`config.mk`:
```
export PLATFORM = sky130hd
export DESIGN_NAME = brtgt_unit
export DESIGN_NICKNAME = d
export VERILOG_FILES = /design/src/rtl/brtgt_pkg.sv /design/src/rtl/brtgt_decode.sv /design/src/rtl/brtgt_cond.sv /design/src/rtl/brtgt_reladd.sv /design/src/rtl/brtgt_unit.sv
export SDC_FILE = /design/constraint.sdc
export NUM_CORES = 1
export LEC_CHECK = 0
export BUFFER_PORTS_ARGS = -buffer_cell sky130_fd_sc_hd__buf_2
export CORE_ASPECT_RATIO = 0.6
export CORE_MARGIN = 2
export CORE_UTILIZATION = 41
export DETAILED_ROUTE_END_ITERATION = 10
export PLACE_DENSITY = 0.86
export SETUP_SLACK_MARGIN = 0.4
export SLEW_MARGIN = 40
export SYNTH_ARGS = -nofsm -noshare
export SYNTH_HDL_FRONTEND = slang
export SYNTH_SLANG_ARGS = --single-unit
```
`constraint.sdc`:
```
create_clock -name vclk -period 6.85
set_input_delay 1.7125 -clock vclk [all_inputs]
set_output_delay 1.7125 -clock vclk [all_outputs]
set_load 0.005 [all_outputs]
```
`src/rtl/brtgt_pkg.sv`:
```
package brtgt_pkg;
    localparam int ILEN  = 16;
    localparam int OPW   = 4;
    localparam int OFFW  = 9;
    localparam int MASKW = 3;

    localparam logic [OPW-1:0] OPC_BR  = 4'b0000;
    localparam logic [OPW-1:0] OPC_JMP = 4'b1100;
    localparam logic [OPW-1:0] OPC_LEA = 4'b1110;

    typedef enum logic [1:0] {
        K_SEQ = 2'd0,
        K_BR  = 2'd1,
        K_JMP = 2'd2,
        K_LEA = 2'd3
    } kind_e;

    typedef struct packed {
        kind_e             kind;
        logic [MASKW-1:0]  mask;
        logic [OFFW-1:0]   off;
    } dec_t;
endpackage

```
`src/rtl/brtgt_decode.sv`:
```
module brtgt_decode
    import brtgt_pkg::*;
(
    input  logic [ILEN-1:0] instr_i,
    output dec_t            dec_o
);
    localparam int OP_HI   = ILEN - 1;
    localparam int OP_LO   = ILEN - OPW;
    localparam int MASK_HI = OP_LO - 1;
    localparam int MASK_LO = OP_LO - MASKW;

    always_comb begin
        dec_o.mask = instr_i[MASK_HI:MASK_LO];
        dec_o.off  = instr_i[OFFW-1:0];
        case (instr_i[OP_HI:OP_LO])
            OPC_BR:  dec_o.kind = K_BR;
            OPC_JMP: dec_o.kind = K_JMP;
            OPC_LEA: dec_o.kind = K_LEA;
            default: dec_o.kind = K_SEQ;
        endcase
    end
endmodule

```
`src/rtl/brtgt_cond.sv`:
```
module brtgt_cond
    import brtgt_pkg::*;
(
    input  logic [MASKW-1:0] mask_i,
    input  logic [MASKW-1:0] cc_i,
    output logic             hit_o
);
    logic [MASKW-1:0] match;

    for (genvar g = 0; g < MASKW; g++) begin : g_flag
        assign match[g] = mask_i[g] & cc_i[g];
    end

    assign hit_o = |match;
endmodule

```
`src/rtl/brtgt_reladd.sv`:
```
module brtgt_reladd #(
    parameter int XLEN = 16,
    parameter int OFFW = 9
) (
    input  logic [XLEN-1:0] pc_i,
    input  logic [OFFW-1:0] off_i,
    output logic [XLEN-1:0] sum_o
);
    localparam int EXTW = XLEN - OFFW - 1;

    logic [XLEN-1:0] scaled;
    logic [XLEN-1:0] raw;

    assign scaled = {{EXTW{off_i[OFFW-1]}}, off_i, 1'b0};
    assign raw    = pc_i + scaled;
    assign sum_o  = {raw[XLEN-1:1], 1'b0};
endmodule

```
`src/rtl/brtgt_unit.sv`:
```
module brtgt_unit
    import brtgt_pkg::*;
#(
    parameter int XLEN = 16
) (
    input  logic [XLEN-1:0]  pc_inc_i,
    input  logic [ILEN-1:0]  instr_i,
    input  logic [XLEN-1:0]  base_i,
    input  logic [MASKW-1:0] cc_i,
    output logic [XLEN-1:0]  next_pc_o,
    output logic             taken_o,
    output logic [XLEN-1:0]  ea_o
);
    typedef struct packed {
        logic [XLEN-1:0] pc;
        logic            taken;
    } nxt_t;

    dec_t            dec;
    logic            hit;
    logic [XLEN-1:0] rel_sum;
    logic [XLEN-1:0] seq_pc;
    logic [XLEN-1:0] jmp_pc;
    nxt_t            nxt_d;

    brtgt_decode u_dec (
        .instr_i (instr_i),
        .dec_o   (dec)
    );

    brtgt_cond u_cond (
        .mask_i (dec.mask),
        .cc_i   (cc_i),
        .hit_o  (hit)
    );

    brtgt_reladd #(.XLEN(XLEN), .OFFW(OFFW)) u_add (
        .pc_i  (pc_inc_i),
        .off_i (dec.off),
        .sum_o (rel_sum)
    );

    assign seq_pc = {pc_inc_i[XLEN-1:1], 1'b0};
    assign jmp_pc = {base_i[XLEN-1:1], 1'b0};

    always_comb begin
        nxt_d.pc    = seq_pc;
        nxt_d.taken = 1'b0;
        case (dec.kind)
            K_BR: begin
                if (hit) begin
                    nxt_d.pc    = rel_sum;
                    nxt_d.taken = 1'b1;
                end
            end
            K_JMP: begin
                nxt_d.pc    = jmp_pc;
                nxt_d.taken = 1'b1;
            end
            default: ;
        endcase
    end

    assign next_pc_o = nxt_d.pc;
    assign taken_o   = nxt_d.taken;
    assign ea_o      = rel_sum;
endmodule

```
== Word level (Yosys, flattened, before mapping) ==
Cells that the tools add are included.
Word-level totals
  flip-flop bits (word level): 0
  latch bits: 0
  memory bits (writable): 0
  ROM bits: 0
  output and inout port bits: 33
  word-level logic and storage cells: 13
  memories: 0
Operators by class
  add/subtract/negate cells: 1
  multiply operators: 0
  divide/modulo/power cells: 0
  order comparisons: 0
  equal/unequal tests: 4
  shift operators: 0
  multiplexer cells: 3
  bitwise operators: 3
  reductions and logical operators: 2
Operator list (number)
  17-bit case mux with 2 select lines: 1
  17-bit two-way mux: 1
  16-bit adder: 1
  4-bit equality test, second input constant: 2
  2-bit case mux with 3 select lines: 1
  4-bit logical NOT: 1
  1-bit bitwise AND: 3
  3-bit OR reduction: 1
  2-bit by 1-bit equality test with 1-bit output, second input constant: 1
  2-bit equality test, second input constant: 1

== Longest topological paths before layout ==
  depth after elaboration: 4
  mapped depth: 9
  depth with buffers taken out: 9

== Hierarchy ==
A second synthesis with hierarchy kept.
Unflattened totals
  cell total of the unflattened synthesis: 171
  area, all modules: 1262.5 um^2
Modules (own cells, without submodules)
  brtgt_reladd: instances 1, cells each 88, area an instance 674.4 um^2, seq. area each 0.0 um^2
  brtgt_unit: instances 1, cells each 64, area an instance 460.4 um^2, seq. area each 0.0 um^2
  brtgt_decode: instances 1, cells each 17, area an instance 113.9 um^2, seq. area each 0.0 um^2
  brtgt_cond: instances 1, cells each 2, area an instance 13.8 um^2, seq. area each 0.0 um^2

== Worst setup path before layout ==
Ideal clock, no wire load.
  path kind: input to output
  from: in instr_i[13]
  to: out next_pc_o[10]
  arrival time: 3.429 ns
  data required time: 5.137 ns
  path slack: 1.709 ns
  stages on the path: 8
  path buffers: 1
  path through: or3_1 > a21o_1 > ha_1 > nor2_1 > and2_1 > clkbuf_1 > a222oi_1 > inv_1
On the way
  longest elaborated chain between the ends: 4
  elaborated cells between the ends (all ways): 7
  those cells by class: eq/ne: 4; mux: 2; reduce/logical: 1
RTL lines
  start, declared: RTL line brtgt_unit.sv:7  | input logic [ILEN-1:0] instr_i,
  4-bit equality test / 4-bit logical NOT (equally long branches): RTL line brtgt_decode.sv:15  | case (instr_i[OP_HI:OP_LO])
  2-bit case mux with 3 select lines (*): RTL line brtgt_decode.sv:15
  2-bit equality test / 2-bit by 1-bit equality test with 1-bit output (equally long branches): RTL line brtgt_unit.sv:49  | case (dec.kind)
  17-bit case mux with 2 select lines (*): RTL line brtgt_unit.sv:49
  end, declared: RTL line brtgt_unit.sv:10  | output logic [XLEN-1:0] next_pc_o,
Every way passes the cells marked *; elsewhere a longest branch is shown, timed or not.

== Worst setup path after layout ==
  from: in instr_i[13]
  to: out next_pc_o[14]
Same word-level chain as after synthesis.

==> results.cfg <==
[global_route]
grt_pass1_wl_um = 5090
grt_pass1_vias = 1217
grt_overflow = 0
use_met3 = 0.0143
grt_use_met2 = 0.331
gr-usage-met1 = 0.299
grt_util_all_layers = 0.201
grt_max_degree = 17
antenna_found_initial = 0
top_usage_layer = met2

[synthesis]
syn_inst = 150
ys_top_cells_by_area = ha_1 (19%), xnor2_1 (9.1%), a222oi_1 (8.5%)
netlist_area_um2 = 1050
ys_warn_count = 0
synth_top_area_frac = 0.190
yosys.area_share.simple = 0.157
synth_xor_area_frac = 0.108
synth_top_family_by_area = compound AO/OA/AOI/OAI gates
syn_avg_cell_area_um2 = 7.03
synth_area_leader_cell = ha_1
synth_fa_ha_area_frac = 0.209
synth.area.mux_share = 0
synth_compound_area_frac = 0.438
yosysSeqAreaShare = 0
synth_cell_types = 38

[placed_design]
placed_area_um2 = 1480
dp_hpwl_um = 2570
post-place-ws_ps = 1070
place.port_buffers = 80
gp_congestion = 0.826
placedCellCount = 257

[timing]
worst_slack_ps = 1100
rsz0062_at_grt = no
finalCritPeriodShare = 0.839
slew_violations = 0
tightest_slew_ps = 612
finalHoldViolations = 0
min_period_ps = 5750
slew_headroom = 0.590
whs_ps = 3720
setup_viol = 0
fmax_mhz = 174
setup_tns_ps = 0

[setup_path]
slowest_delay_ps = 630
crit_type = input pin to primary output
cp-end-kind = primary output
crit_family = simple AND/OR/NAND/NOR gates
crit_path_max_fanout = 16
cp_num_buf_inv = 3
cp_slowest_cell = ha_1
arrival_ps = 4040
critPathLaunchType = input pin
cp.required_ps = 5140
path_cells = buf_2 > or3_1 > a21o_1 > ha_1 > nor2_1 > and2_1 > a222oi_1 > inv_1 > buf_2
timing.critical_path.mode_cell = buf_2

[drt]
vias_per_cell = 5.59
first_iter_violations = 114
dr.pass1.iters = 6
drc = 0
drtAntennaViolNets = 0
vias = 1437
wl_um = 3190
wl_per_cell_um = 12.4

[pwr]
vdd_drop_max_mv = 0.0489
power.total_mw = 0.140
p_per_area_nw_per_um2 = 94.8
p_leak_nw = 0.845

[min_path]
hp-class = input pin to primary output
hp-start = base_i[10]
min_path_cells = 4
min_to = next_pc_o[10]

[final_layout]
fin_nets = 295
num-clock-buffers = 0
fin_cells = 257
register_area_um2 = 0
design.seq.count = 0
fillerInstances = 234
diodes = 0
fin_util = 0.597
drive_above_1_share = 0.378
syn2layout_area_growth_pct = 39.9
final_area_um2 = 1480

[clock_network]
cts_resized = 0
ctsHoldBuffers = 0
cts_setup_buffers = 0

[run_status]
status = finished, final reports clean

[floorplanning]
ios = 84
die_y_um = 43.3
start_util = 0.427
rows = 14
die-area_um2 = 3010
coreArea_um2 = 2470
die_x_um = 69.5

[run]
cap_violations = 0
-- metal layers --
layer / vias to the layer above / wire length, um / part of all wire
met2: 76 / 1340 / 0.42
met1: 631 / 1520 / 0.48
li1: 728 / - / -
met4: 0 / 14 / 0.0044
met5: - / 0 / 0
met3: 2 / 314 / 0.098
-- cell families after synthesis --
family                     Yosys count
adders and majority gates           17
AOI/OAI and AO/OA                   61
buffers and inverters               22
and+or+nand+nor                     36
other                                1
xor gates and xnor gates            13
-- synth_stat cells, types with 2 or more instances --
| master | number |
|---|---|
| a21oi_1 | 12 |
| buf_4 | 2 |
| a222oi_1 | 9 |
| nand2_1 | 13 |
| nor2_1 | 9 |
| xnor2_1 | 11 |
| a22o_1 | 7 |
| a31oi_1 | 3 |
| xor2_1 | 2 |
| nand3_1 | 5 |
| ha_1 | 16 |
| a22oi_1 | 3 |
| clkbuf_1 | 5 |
| o211ai_1 | 4 |
| nor3_1 | 2 |
| a21o_1 | 12 |
| inv_1 | 14 |
-- area by class of cell --
class              instances  area (um2)  share of cell area
well taps                 32        40.0              0.0271
repair buffers            81         408               0.277
inverters                 15        56.3              0.0382
multi-input cells        129         971               0.658
-- report_power, final --
| part | leakage (nW) | internal [mW] | switching [mW] |
|---|---|---|---|
| Sequential | 0 | 0 | 0 |
| Combinational | 0.845 | 0.0693 | 0.0706 |
| Clock | 0 | 0 | 0 |
-- cells in the final DEF, fill, tap and decap left out, types with 2 or more instances in the layout --
master | Yosys | routed
a22o_1 | 7 | 7
o211ai_1 | 4 | 4
ha_1 | 16 | 16
nor2_1 | 9 | 9
nor3_1 | 2 | 2
a21oi_1 | 12 | 12
nand2_1 | 13 | 13
nand3_1 | 5 | 5
conb_1 | 1 | 2
xnor2_1 | 11 | 11
inv_1 | 14 | 14
a22oi_1 | 3 | 3
a21o_1 | 12 | 12
xor2_1 | 2 | 2
a31oi_1 | 3 | 3
a222oi_1 | 9 | 9
buf_2 | 0 | 80
-- how the worst max path moves through the flow --
stage,endpoint,cells past startpoint,startpoint
detailed placement,next_pc_o[14],9,instr_i[13]
finish,next_pc_o[14],9,instr_i[13]
global placement,next_pc_o[6],8,instr_i[13]
global route,next_pc_o[14],9,instr_i[13]
CTS,next_pc_o[14],9,instr_i[13]
floorplan,next_pc_o[10],8,instr_i[13]
No activity file was read; power rests on OpenSTA's default activity.
